`config.mk`:
```
export PLATFORM = sky130hd
export DESIGN_NAME = inv3_leg_pole
export DESIGN_NICKNAME = d
export VERILOG_FILES = /design/src/rtl/inv3_pkg.sv /design/src/rtl/inv3_leg_pole.sv
export SDC_FILE = /design/constraint.sdc
export NUM_CORES = 1
export LEC_CHECK = 0
export CAP_MARGIN = 40
export CELL_PAD_IN_SITES_DETAIL_PLACEMENT = 0
export CELL_PAD_IN_SITES_GLOBAL_PLACEMENT = 1
export CORE_ASPECT_RATIO = 2
export CORE_MARGIN = 3
export CORE_UTILIZATION = 50
export DETAILED_ROUTE_END_ITERATION = 10
export PLACE_DENSITY_LB_ADDON = 0.1
export RECOVER_POWER = 25
export SYNTH_ARGS = -nofsm -noshare
export SYNTH_HDL_FRONTEND = slang
export SYNTH_SLANG_ARGS = --single-unit
```
`constraint.sdc`:
```
create_clock -name clk -period 14.9 [get_ports clk]
set_input_delay 4.47 -clock clk [delete_from_list [all_inputs] [get_ports clk]]
set_output_delay 4.47 -clock clk [all_outputs]
set_load 0.02 [all_outputs]
```
`src/rtl/inv3_pkg.sv`:
```
// Package: shared types for the three-phase inverter switch model.
// Assumes the leg state is formed as {bottom, top} gate bits.
package inv3_pkg;

    // Conduction state of one half bridge, encoded {bottom, top}
    typedef enum logic [1:0] {
        LEG_OPEN  = 2'b00,
        LEG_HIGH  = 2'b01,
        LEG_LOW   = 2'b10,
        LEG_SHORT = 2'b11
    } leg_state_e;

    // Build the leg state from the two gate bits of one leg
    function automatic leg_state_e leg_decode(input logic top, input logic bot);
        return leg_state_e'({bot, top});
    endfunction

endpackage

```
`src/rtl/inv3_leg_pole.sv`:
```
// Module: inv3_leg_pole
// Computes the registered pole voltage of one half bridge from its gate pair,
// the DC-link voltage and the phase current. The switch and diode drops use
// floor rounding in output LSBs. A closed-closed leg yields 0.
// Assumes: the current carries CFRAC fractional bits, the resistances carry
// RFRAC fractional bits and the voltages carry VFRAC fractional bits.
module inv3_leg_pole
    import inv3_pkg::*;
#(
    parameter int CW     = 29,
    parameter int VW     = 27,
    parameter int PW     = 29,
    parameter int RW     = 16,
    parameter int SHIFT  = 22,
    parameter int RON_SW = 10486,
    parameter int RON_D  = 1049,
    parameter int VTH_D  = 52429
) (
    input  logic                 clk,
    input  logic                 rst_n,
    input  logic                 en,
    input  logic                 top,
    input  logic                 bot,
    input  logic signed [VW-1:0] udc,
    input  logic signed [CW-1:0] cur,
    output logic signed [PW-1:0] pole
);

    localparam int MW = CW + RW + 2;

    logic signed [MW-1:0] cur_x;
    logic signed [MW-1:0] mag_x;
    logic signed [MW-1:0] prod_sw;
    logic signed [MW-1:0] prod_d;
    logic signed [PW-1:0] drop_sw;
    logic signed [PW-1:0] drop_d;
    logic signed [PW-1:0] udc_p;
    logic signed [PW-1:0] vth_p;
    logic signed [PW-1:0] pole_n;
    leg_state_e           state;

    // Scale the current by the switch and diode resistances
    always_comb begin
        cur_x   = MW'(cur);
        mag_x   = (cur_x < 0) ? -cur_x : cur_x;
        prod_sw = cur_x * MW'(RON_SW);
        prod_d  = mag_x * MW'(RON_D);
        drop_sw = PW'(prod_sw >>> SHIFT);
        drop_d  = PW'(prod_d >>> SHIFT);
        udc_p   = PW'(udc);
        vth_p   = PW'(VTH_D);
    end

    // Select the pole voltage for the present conduction state
    always_comb begin
        state = leg_decode(top, bot);
        case (state)
            LEG_HIGH:  pole_n = udc_p - drop_sw;
            LEG_LOW:   pole_n = -drop_sw;
            LEG_SHORT: pole_n = '0;
            default: begin
                if (cur_x > 0)      pole_n = -(vth_p + drop_d);
                else if (cur_x < 0) pole_n = udc_p + vth_p + drop_d;
                else                pole_n = '0;
            end
        endcase
    end

    // Register the pole voltage when the stage holds a valid sample
    always_ff @(posedge clk) begin
        if (!rst_n)  pole <= '0;
        else if (en) pole <= pole_n;
    end

endmodule

```
# Yosys cells after proc, flatten, opt, wreduce, memory -nomap -nowiden
# Index checks and enable logic that the tools add are counted.
[classes]
muxes = 4
order_cmp = 2
addsub = 7
n_mul = 2
n_eq_ne = 3
[op_table]
columns = ["op", "count"]
rows = [
  ["$pmux 29 s3", 1],
  ["$mux 29", 2],
  ["$mul 47x12->47 const B", 1],
  ["$mux 47", 1],
  ["$neg 29->47", 1],
  ["$mul 29x14->43 const B", 1],
  ["$add 28x25->29", 1],
  ["$gt 29x1->1 const B", 1],
  ["$lt 29x1->1 const B", 1],
  ["$neg 22->29", 1],
  ["$neg 26->29", 1],
  ["$add 27x17->28 const B", 1],
  ["$sub 27x22->28", 1],
  ["$add 17x25->26 const A", 1],
  ["$eq 2x2->1 const B", 2],
  ["$eq 2x1->1 const B", 1],
]
[totals]
regBits = 29
in_bits = 61
word_cells = 19

# Longest topological paths before layout
[logic_depth]
depth_word = 7
ltp_mapped = 42
mapped_depth_nobuf = 41

# Worst setup path after synthesis
# No wires, ideal clock.
[synth_path]
kind = "input to register"
from = "input port cur[28]"
to = "register pole[28]"
slack_ps = 1990
required_time_ps = 14830
path_buffers = 4
path_stages = 35
setup_ps = 70
t_arrival_ps = 12841
path_cell_list = "buf_4 inv_2 clkbuf_1 buf_1 buf_1 ha_1 ha_1 xor2_1 fa_1 inv_1 fa_1 inv_1 fa_1 fa_1 ha_1 a21o_1 a21o_1 a21oi_1 nand3_1 o22ai_1 o21bai_1 xnor2_1 ha_1 a21o_1 a21o_1 a21oi_1 o21bai_1 a21oi_1 o41a_1 a21oi_1 a31o_2 a2111oi_0 o21ai_0 nor2b_1 a21oi_1"
[synth_between]
elab_chain_len = 7
elab_cells_between_ends = 14
[synth_lines]
columns = ["item", "line_no", "text"]
rows = [
  ["from (decl)", "inv3_leg_pole.sv:25", "input logic signed [CW-1:0] cur,"],
  ["$neg 29->47 / $lt 29x1->1 (equally long branches)", "inv3_leg_pole.sv:45, inv3_leg_pole.sv:63", ""],
  ["$mux 47", "inv3_leg_pole.sv:45", "mag_x = (cur_x < 0) ? -cur_x : cur_x;"],
  ["$mul 47x12->47", "inv3_leg_pole.sv:47", "prod_d = mag_x * MW'(RON_D);"],
  ["$add 17x25->26 / $add 28x25->29 (equally long branches)", "inv3_leg_pole.sv:62, inv3_leg_pole.sv:63", ""],
  ["$neg 26->29 / $mux 29 (equally long branches)", "inv3_leg_pole.sv:62, inv3_leg_pole.sv:63", ""],
  ["$mux 29", "inv3_leg_pole.sv:62", "if (cur_x > 0) pole_n = -(vth_p + drop_d);"],
  ["$pmux 29 s3 (*)", "inv3_leg_pole.sv:57", "case (state)"],
  ["to (signal assigned)", "inv3_leg_pole.sv:72", "else if (en) pole <= pole_n;"],
  ["to (decl)", "inv3_leg_pole.sv:26", "output logic signed [PW-1:0] pole"],
]
# Mark *: on every way between the ends. The rest lies on a longest branch, timed or not.
# A chain may end at the register's enable or synchronous reset.

# Final worst setup path
[layout_path]
from = "input port cur[6]"
to = "register pole[20]"
# The elaborated chain is that of the path after synthesis.

==> impl_metrics.py <==
metrics = {
    "outcome": {
        "status": "complete, no violations",
    },
    "setup_path": {
        "critPathKind": "in2reg",
        "critPathRequiredTime_ns": 15.08,
        "cp-end-kind": "flop",
        "critPathBufInv": 6,
        "cpMostUsedCell": "ha_1",
        "critPathLaunchType": "input pin",
        "worst_path_max_delay_cell": "fa_1",
        "cp_max_fo": 9,
        "critPathTopFamily": "compound AO/OA/AOI/OAI gates",
        "max_stage_delay_ns": 0.54,
        "worstPathArrival_ns": 14.46,
    },
    "floorplan": {
        "start_util_pct": 50.8,
        "dieWidth_um": 150,
        "rows": 105,
        "num_io_pins": 90,
        "core-area_um2": 41100,
        "die_area_um2": 44400,
        "fp.dieH_um": 295,
    },
    "logic_synthesis": {
        "synth_edf_count": 0,
        "yosys-top-cells-count": "506 x inv_1, 438 x ha_1, 241 x fa_1",
        "ys.flop_type": "dfxtp_1",
        "ys_types": 101,
        "synthArstFlopShare_pct": 0,
        "synth.most_common_cell": "inv_1",
        "synth_top_area_share_pct": 26.3,
        "synth_area_um2": 20900,
        "syn_area_per_cell_um2": 8.40,
        "ys_top_cells_by_area": "ha_1 26%, fa_1 23%, inv_1 9.1%",
        "synth_cells": 2485,
        "yosysTopAreaCell": "ha_1",
        "ys_seq_area_share_pct": 2.78,
        "ys_ff_latch": 29,
        "yosysWarnings": 0,
    },
    "grt": {
        "antenna_found_initial": 3,
        "grt_max_degree": 41,
        "grt_pass1_vias": 19600,
        "grt_overflow": 0,
        "grt_pass1_wl_um": 109000,
        "grt_usage_pct": 32.5,
    },
    "routing": {
        "drc": 0,
        "vias_per_cell": 5.74,
        "wl_per_cell_um": 22.5,
        "firstDrtPassIters": 5,
        "first_iter_violations": 693,
        "ant_nets": 0,
        "vias": 18200,
        "routed_wl_um": 71600,
    },
    "layout": {
        "largest_reg_flops": 29,
        "fin_nets": 3378,
        "drive_gt1_share_pct": 5.15,
        "top_regs": "pole x29",
        "area_delta_synth_final_pct": 10.6,
        "fin_util_pct": 56.1,
        "top_register": "pole",
    },
    "clock_tree": {
        "clk_latency_ns": 0.28,
        "cts.sinks": 29,
        "cts_buffers": 5,
        "htreeDepth": 2,
        "root_buffer": "clkbuf_16",
        "cts_setup_buffers": 0,
        "clockBufferDepth": 2,
        "clk_pin_slew_ns": 0.06,
        "cts_tree": "done",
    },
    "sta": {
        "fin_crit_ns": 14.28,
        "finalCritPeriodShare_pct": 95.9,
        "fmax_mhz": 70.0,
        "slew_violations": 0,
        "finalSetupViolCount": 0,
        "setup_tns_ns": 0,
        "final-hold-violation-count": 0,
        "max-slew-margin-rel_pct": 42.6,
        "setup_slack_ns": 0.617,
        "fin_skew_ns": 0,
        "rsz0062_at_grt": "false",
        "tightest_slew_ns": 0.855,
    },
    "placement": {
        "io_buffers": 89,
        "place_congestion": 0.965,
        "dpl.hpwl_um": 63500,
        "pre_cts_ws_ns": 0.337,
    },
    "min_path": {
        "min_path_type": "reg2reg",
    },
    "run": {
        "maxCapViolCount": 0,
    },
}
==> area by class of cell <==
class / count / area [µm²]
Inverter: 509 / 1910
Tap cell: 535 / 669
Clock buffer: 6 / 139
Fill cell: 3999 / 18000
Sequential cell: 29 / 581
Timing Repair Buffer: 157 / 1400
Antenna cell: 2 / 5.00
Clock inverter: 2 / 37.5
Multi-Input combinational cell: 1936 / 18300
==> worst paths after layout <==
path	from	to	slack (ns)	cells past startpoint
worst max-delay path	cur[6]	pole[20]	0.62	39
worst min-delay path	pole[18]	pole[18]	0.44	2
worst max register to register	pole[27]	pole[27]	13.96	3
worst min register to register	pole[18]	pole[18]	0.44	2
==> layout by cell type (no fill, tap or decap), types with 50 or more instances in the layout <==
cell type	n
clkdlybuf4s50_1	74
o21ai_0	95
nor2_1	122
buf_4	68
nand2_1	139
xor2_1	51
xnor2_1	130
a21o_1	50
a21oi_1	130
inv_1	506
ha_1	438
fa_1	241
==> tightest hold or removal path: stages (launching register included) <==
cell and delay (ns):
dfxtp_1 0.32, nand2_1 0.05, o31ai_1 0.05
==> per-layer routing <==
metal | up-vias | track usage, % | wire, µm | part of all wire (%)
met3 | 268 | 4.60 | 2970 | 4.2
met4 | 2 | 31.0 | 8650 | 12
met5 | - | 0 | 13 | 0.018
li1 | 8662 | - | - | -
met2 | 556 | 61.7 | 38500 | 54
met1 | 8739 | 27.9 | 21400 | 30
==> through the flow <==
stage	std cells	instance area, µm²	hold WS, ns
2_1_floorplan	2521	21000	0.533
3_3_place_gp	3161	22800	0.453
3_5_place_dp	3164	22900	0.443
4_1_cts	3172	23000	0.455
5_1_grt	3174	23100	0.492
6_report	3176	23100	0.444
==> kinds of logic after synthesis <==
logic type	share of synthesized area, %
buf+inv	10.1
simple gates	12.1
flops	2.78
mux	0.492
fa+ha+maj	49.4
xor+xnor	7.99
other cells	0.0180
compound gates	17.2
==> repair_timing <==
item,CTS,global route
hold buffers,0,0
gates resized for setup,0,3
endpoints found under the hold margin,0,0
setup endpoints to repair,0,3
Power is not shown: default switching activity piles up to over one toggle a cycle in this logic, so the estimate is an artifact.
